==> src/rtl/tally_pkg.sv <==
package tally_pkg;
  localparam int CNT_W   = 8;
  localparam int CNT_MAX = 192;
  localparam int NUM_CNT = 3;
  localparam int SEL_W   = 2;

  typedef enum logic [SEL_W-1:0] {
    SEL_ALIGN = 2'd0,
    SEL_CRC   = 2'd1,
    SEL_LOST  = 2'd2,
    SEL_NONE  = 2'd3
  } tally_sel_e;
endpackage

==> src/rtl/tally_rst_sync.sv <==
module tally_rst_sync #(
  parameter int STAGES = 2
) (
  input  logic clk,
  input  logic rst_n,
  output logic rst_sync_n
);
  logic [STAGES-1:0] sync_q;

  always_ff @(posedge clk or negedge rst_n) begin
    if (!rst_n) sync_q <= '0;
    else        sync_q <= {sync_q[STAGES-2:0], 1'b1};
  end

  assign rst_sync_n = sync_q[STAGES-1];
endmodule

==> src/rtl/tally_qualify.sv <==
module tally_qualify
  import tally_pkg::*;
#(
  parameter int NUM = NUM_CNT
) (
  input  logic           frame_end,
  input  logic           addr_hit,
  input  logic           err_align,
  input  logic           err_crc,
  input  logic           buf_full,
  input  logic           monitor,
  output logic [NUM-1:0] inc
);
  logic accepted;

  always_comb begin
    accepted = frame_end & addr_hit;
    inc      = '0;
    inc[SEL_ALIGN] = accepted & err_align;
    inc[SEL_CRC]   = accepted & err_crc;
    inc[SEL_LOST]  = accepted & (monitor | buf_full);
  end
endmodule

==> src/rtl/tally_counter.sv <==
module tally_counter #(
  parameter int W   = 8,
  parameter int MAX = 192
) (
  input  logic         clk,
  input  logic         rst_n,
  input  logic         inc_i,
  input  logic         clr_i,
  output logic [W-1:0] cnt_o
);
  localparam logic [W-1:0] MAX_V = W'(MAX);
  localparam logic [W-1:0] ONE_V = W'(1);

  logic [W-1:0] cnt_q, cnt_d;
  logic         cnt_en;

  always_comb begin
    cnt_d  = cnt_q;
    cnt_en = 1'b0;
    if (clr_i) begin
      cnt_en = 1'b1;
      cnt_d  = inc_i ? ONE_V : '0;
    end else if (inc_i && (cnt_q != MAX_V)) begin
      cnt_en = 1'b1;
      cnt_d  = cnt_q + ONE_V;
    end
  end

  always_ff @(posedge clk or negedge rst_n) begin
    if (!rst_n)      cnt_q <= '0;
    else if (cnt_en) cnt_q <= cnt_d;
  end

  assign cnt_o = cnt_q;
endmodule

==> src/rtl/tally_rdmux.sv <==
module tally_rdmux #(
  parameter int W     = 8,
  parameter int NUM   = 3,
  parameter int SEL_W = 2
) (
  input  logic                rd_en,
  input  logic [SEL_W-1:0]    rd_sel,
  input  logic [NUM-1:0][W-1:0] cnt,
  output logic [W-1:0]        rd_data,
  output logic [NUM-1:0]      clr
);
  always_comb begin
    rd_data = '0;
    clr     = '0;
    if (rd_en) begin
      for (int i = 0; i < NUM; i++) begin
        if (rd_sel == SEL_W'(i)) begin
          rd_data = cnt[i];
          clr[i]  = 1'b1;
        end
      end
    end
  end
endmodule

==> src/rtl/rx_err_tally.sv <==
module rx_err_tally
  import tally_pkg::*;
#(
  parameter int W   = CNT_W,
  parameter int MAX = CNT_MAX
) (
  input  logic             clk,
  input  logic             rst_n,
  input  logic             frame_end,
  input  logic             addr_hit,
  input  logic             err_align,
  input  logic             err_crc,
  input  logic             buf_full,
  input  logic             monitor,
  input  logic             rd_en,
  input  logic [SEL_W-1:0] rd_sel,
  output logic [W-1:0]     rd_data
);
  localparam int NUM = NUM_CNT;

  logic                 rst_sync_n;
  logic [NUM-1:0]       inc_vec;
  logic [NUM-1:0]       clr_vec;
  logic [NUM-1:0][W-1:0] cnt_all;

  tally_rst_sync #(.STAGES(2)) u_rst (
    .clk        (clk),
    .rst_n      (rst_n),
    .rst_sync_n (rst_sync_n)
  );

  tally_qualify #(.NUM(NUM)) u_qual (
    .frame_end (frame_end),
    .addr_hit  (addr_hit),
    .err_align (err_align),
    .err_crc   (err_crc),
    .buf_full  (buf_full),
    .monitor   (monitor),
    .inc       (inc_vec)
  );

  for (genvar g = 0; g < NUM; g++) begin : g_cnt
    tally_counter #(.W(W), .MAX(MAX)) u_cnt (
      .clk   (clk),
      .rst_n (rst_sync_n),
      .inc_i (inc_vec[g]),
      .clr_i (clr_vec[g]),
      .cnt_o (cnt_all[g])
    );
  end

  tally_rdmux #(.W(W), .NUM(NUM), .SEL_W(SEL_W)) u_mux (
    .rd_en   (rd_en),
    .rd_sel  (rd_sel),
    .cnt     (cnt_all),
    .rd_data (rd_data),
    .clr     (clr_vec)
  );
endmodule

==> config.mk <==
export PLATFORM = sky130hd
export DESIGN_NAME = rx_err_tally
export DESIGN_NICKNAME = d
export VERILOG_FILES = /design/src/rtl/tally_pkg.sv /design/src/rtl/tally_rst_sync.sv /design/src/rtl/tally_qualify.sv /design/src/rtl/tally_counter.sv /design/src/rtl/tally_rdmux.sv /design/src/rtl/rx_err_tally.sv
export SDC_FILE = /design/constraint.sdc
export NUM_CORES = 1
export LEC_CHECK = 0
export ABC_AREA = 1
export BUFFER_PORTS_ARGS = -buffer_cell sky130_fd_sc_hd__buf_4
export CAP_MARGIN = 20
export CORE_UTILIZATION = 35
export CTS_CLUSTER_SIZE = 12
export DETAILED_ROUTE_END_ITERATION = 7
export PLACE_DENSITY = 0.59
export SLEW_MARGIN = 25
export SYNTH_ARGS = -nofsm -noshare
export SYNTH_HDL_FRONTEND = slang
export SYNTH_SLANG_ARGS = --single-unit
==> constraint.sdc <==
create_clock -name clk -period 2.62 [get_ports clk]
set_input_delay 0.524 -clock clk [delete_from_list [all_inputs] [get_ports clk]]
set_output_delay 0.524 -clock clk [all_outputs]
set_load 0.02 [all_outputs]
==> results.py <==
metrics = {
    "setup_path": {
        "cpPeakStageDelay_ns": 0.23,
        "cp_slowest_cell": "nor3_1",
        "path_class": "in -> out",
        "path_common_cell": "buf_4",
        "cp-start-kind": "primary input",
        "crit_arrival_ns": 1.49,
        "critPathMaxFanout": 9,
        "path_cells": "buf_4, inv_2, nand2_4, o21ai_1, a21oi_1, nor3_1, buf_4",
        "crit_required_ns": 2.10,
        "crit_path_end_kind": "primary output",
    },
    "yosys": {
        "syn_nets": 284,
        "ys_types": 25,
        "syn-mean-instance-area_um2": 6.99,
        "syn_inst": 267,
        "synth_warnings": 0,
        "yosys-top-cells-area": "dfrtp_1 (35%), nand2_1 (18%), nand3_1 (7.2%)",
        "yosysTopAreaCellShare_pct": 34.9,
        "yosysTopAreaCell": "dfrtp_1",
        "syn_area_mm2": 0.00187,
        "synth-seq-cells": 26,
        "yosysSeqAreaShare_pct": 34.9,
    },
    "floorplan": {
        "rows": 26,
        "fp.coreArea_mm2": 0.00511,
        "ios": 19,
        "die_h_um": 75.0,
        "die_w_um": 75.0,
        "start_util_pct": 36.6,
        "dieArea_mm2": 0.00563,
    },
    "final_layout": {
        "synthToLayoutAreaGrowth_pct": 15.0,
        "fillers": 550,
        "finalNetCount": 304,
        "final_area_mm2": 0.00215,
        "multiInputGateArea_mm2": 0.00107,
        "register_area_um2": 651,
        "drive_above_1_share_pct": 14.3,
        "fin_cells": 356,
        "antennaDiodeCount": 0,
    },
    "grt": {
        "antenna_found_initial": 0,
        "grt_start_max_net_pins": 17,
        "grt_pass1_wl_mm": 7.01,
        "overflow": 0,
        "grt_pass1_vias": 1572,
        "track_usage_pct": 16.7,
    },
    "worst_hold_path": {
        "hold_class": "reg -> async",
    },
    "routing": {
        "drt_iter0_drc": 67,
        "route.antenna.remaining_nets": 0,
        "routedWlPerCell_um": 11.8,
        "vias": 1652,
        "viasPerCell": 4.64,
        "drt-total-wl_mm": 4.22,
        "drc": 0,
        "drt_pass1_iterations": 4,
    },
    "clocking": {
        "clock_latency_ns": 0.28,
        "cts_resized": 0,
        "numCtsBuffers": 3,
        "postCtsSetupBuffers": 0,
        "path_clk_slew_ns": 0.10,
        "clock-sinks": 26,
        "clock_path_buffers": 2,
        "cts_root_buffer": "clkbuf_8",
        "h-tree-depth": 1,
        "tritoncts": "done",
    },
    "placement": {
        "io_buffers": 18,
        "dpl-instance-area_mm2": 0.00207,
        "place.gp.congestion": 0.826,
        "hpwl_mm": 3.27,
        "place_inst": 351,
    },
    "timing": {
        "holdWs_ns": 0.160,
        "finClkSkew_ns": 0.00211,
        "setup_tns_ns": 0,
        "fmax_mhz": 497,
        "setup_viol": 0,
        "post-route-min-period_ns": 2.01,
        "hold_violations": 0,
        "slew_violations": 0,
        "post-route-period-util_pct": 76.8,
        "rsz0062_at_grt": "false",
    },
    "run": {
        "maxCapViolCount": 0,
    },
    "status": {
        "status": "finished, final reports clean",
    },
    "power_and_ir_drop": {
        "ir_drop_uv": 226,
        "power.leakage_nw": 1.13,
        "power.total_mw": 1.01,
        "powerDensity_mw_per_mm2": 470,
    },
}
cell usage after synthesis:
cell type / instances
clkinv_1: 1
a21oi_1: 7
a21oi_2: 1
nand3_1: 27
buf_6: 1
nor3_1: 3
nand2_4: 3
nor2_4: 4
inv_1: 23
nor2_2: 3
nand2_1: 91
nor2_8: 2
inv_2: 4
ha_1: 6
nand4_1: 8
o21ai_1: 6
dfrtp_1: 26
a211oi_1: 4
buf_2: 4
conb_1: 1
inv_4: 1
o21ai_0: 8
o21bai_1: 2
nor2_1: 23
xor2_1: 8
flip-flops by register name, indices dropped and copies added, names as in the netlist:
signal             cells
g_cnt.u_cnt.cnt_o     24
u_rst.sync_q           2
final cells by class:
type,count,share of cell area (%)
multi-input cells,207,50.0
flip-flops and latches,26,30.3
repair buffers,20,7.11
inverters,29,5.19
well taps,70,4.08
clock buffers,3,1.92
clock inverters,1,1.40
routing by layer:
layer	track usage (%)	part of all wire, %	vias to the layer above
li1	-	-	890
met1	21.9	51	745
met2	28.1	46	13
met3	2.14	1.9	4
met4	5.87	0.85	0
met5	0	0	-
kinds of logic after synthesis:
kind of cell	share of synthesized area, %
compound gates	8.51
flops	34.9
other cells	0.201
buf+inv	7.64
simple gates	41.0
fa+ha+maj	4.02
xor+xnor	3.75
power breakdown:
| part | internal [mW] | switching, mW | total, mW |
|---|---|---|---|
| Sequential | 0.429 | 0.0474 | 0.477 |
| Combinational | 0.0718 | 0.114 | 0.186 |
| Clock | 0.205 | 0.142 | 0.346 |
final timing paths:
path                       slack, ns  depth (start not counted)                    start                       to
max                             0.61                          7                rd_sel[0]               rd_data[7]
min                             0.16                          0          u_rst.sync_q[1]  g_cnt[0].u_cnt.cnt_o[0]
max reg2reg                     1.03                          8  g_cnt[2].u_cnt.cnt_o[0]  g_cnt[2].u_cnt.cnt_o[5]
min reg2reg                     0.16                          0          u_rst.sync_q[1]  g_cnt[0].u_cnt.cnt_o[0]
max in group asynchronous       1.90                          1          u_rst.sync_q[1]  g_cnt[1].u_cnt.cnt_o[5]
min in group clk                0.36                          0          u_rst.sync_q[0]          u_rst.sync_q[1]
per-stage QoR:
stage / worst slack, ns / util, %
2_1_floorplan: 0.766 / -
3_3_place_gp: 0.622 / 40.4
3_5_place_dp: 0.597 / 40.4
4_1_cts: 0.587 / 42.0
5_1_grt: 0.478 / 42.0
6_report: 0.608 / 42.0
what timing repair did:
| item | 4_1_cts | 5_1_grt |
|---|---|---|
| hold endpoints to repair | 2 | 0 |
| setup endpoints to repair | 0 | 0 |
| hold buffers | 1 | 0 |
worst max-delay path, delay by kind of cell:
family,cells,cell delay (ns)
AOI/OAI and AO/OA,2,0.16
and+or+nand+nor,2,0.35
buffers and inverters,3,0.46
placed cells by master, fill, tap and decap left out, types with 2 or more instances in the layout:
cell type	count
buf_4	19
a211oi_1	4
nand4_1	8
o21bai_1	2
nor2_1	23
clkbuf_8	3
nand3_1	27
ha_1	6
nor2_8	2
dfrtp_1	26
nand2_4	3
inv_2	4
xor2_1	8
nand2_1	91
o21ai_1	6
a21oi_1	7
inv_1	23
o21ai_0	8
nor3_1	3
nor2_2	3
nor2_4	4
(Power assumes the default switching activity.)
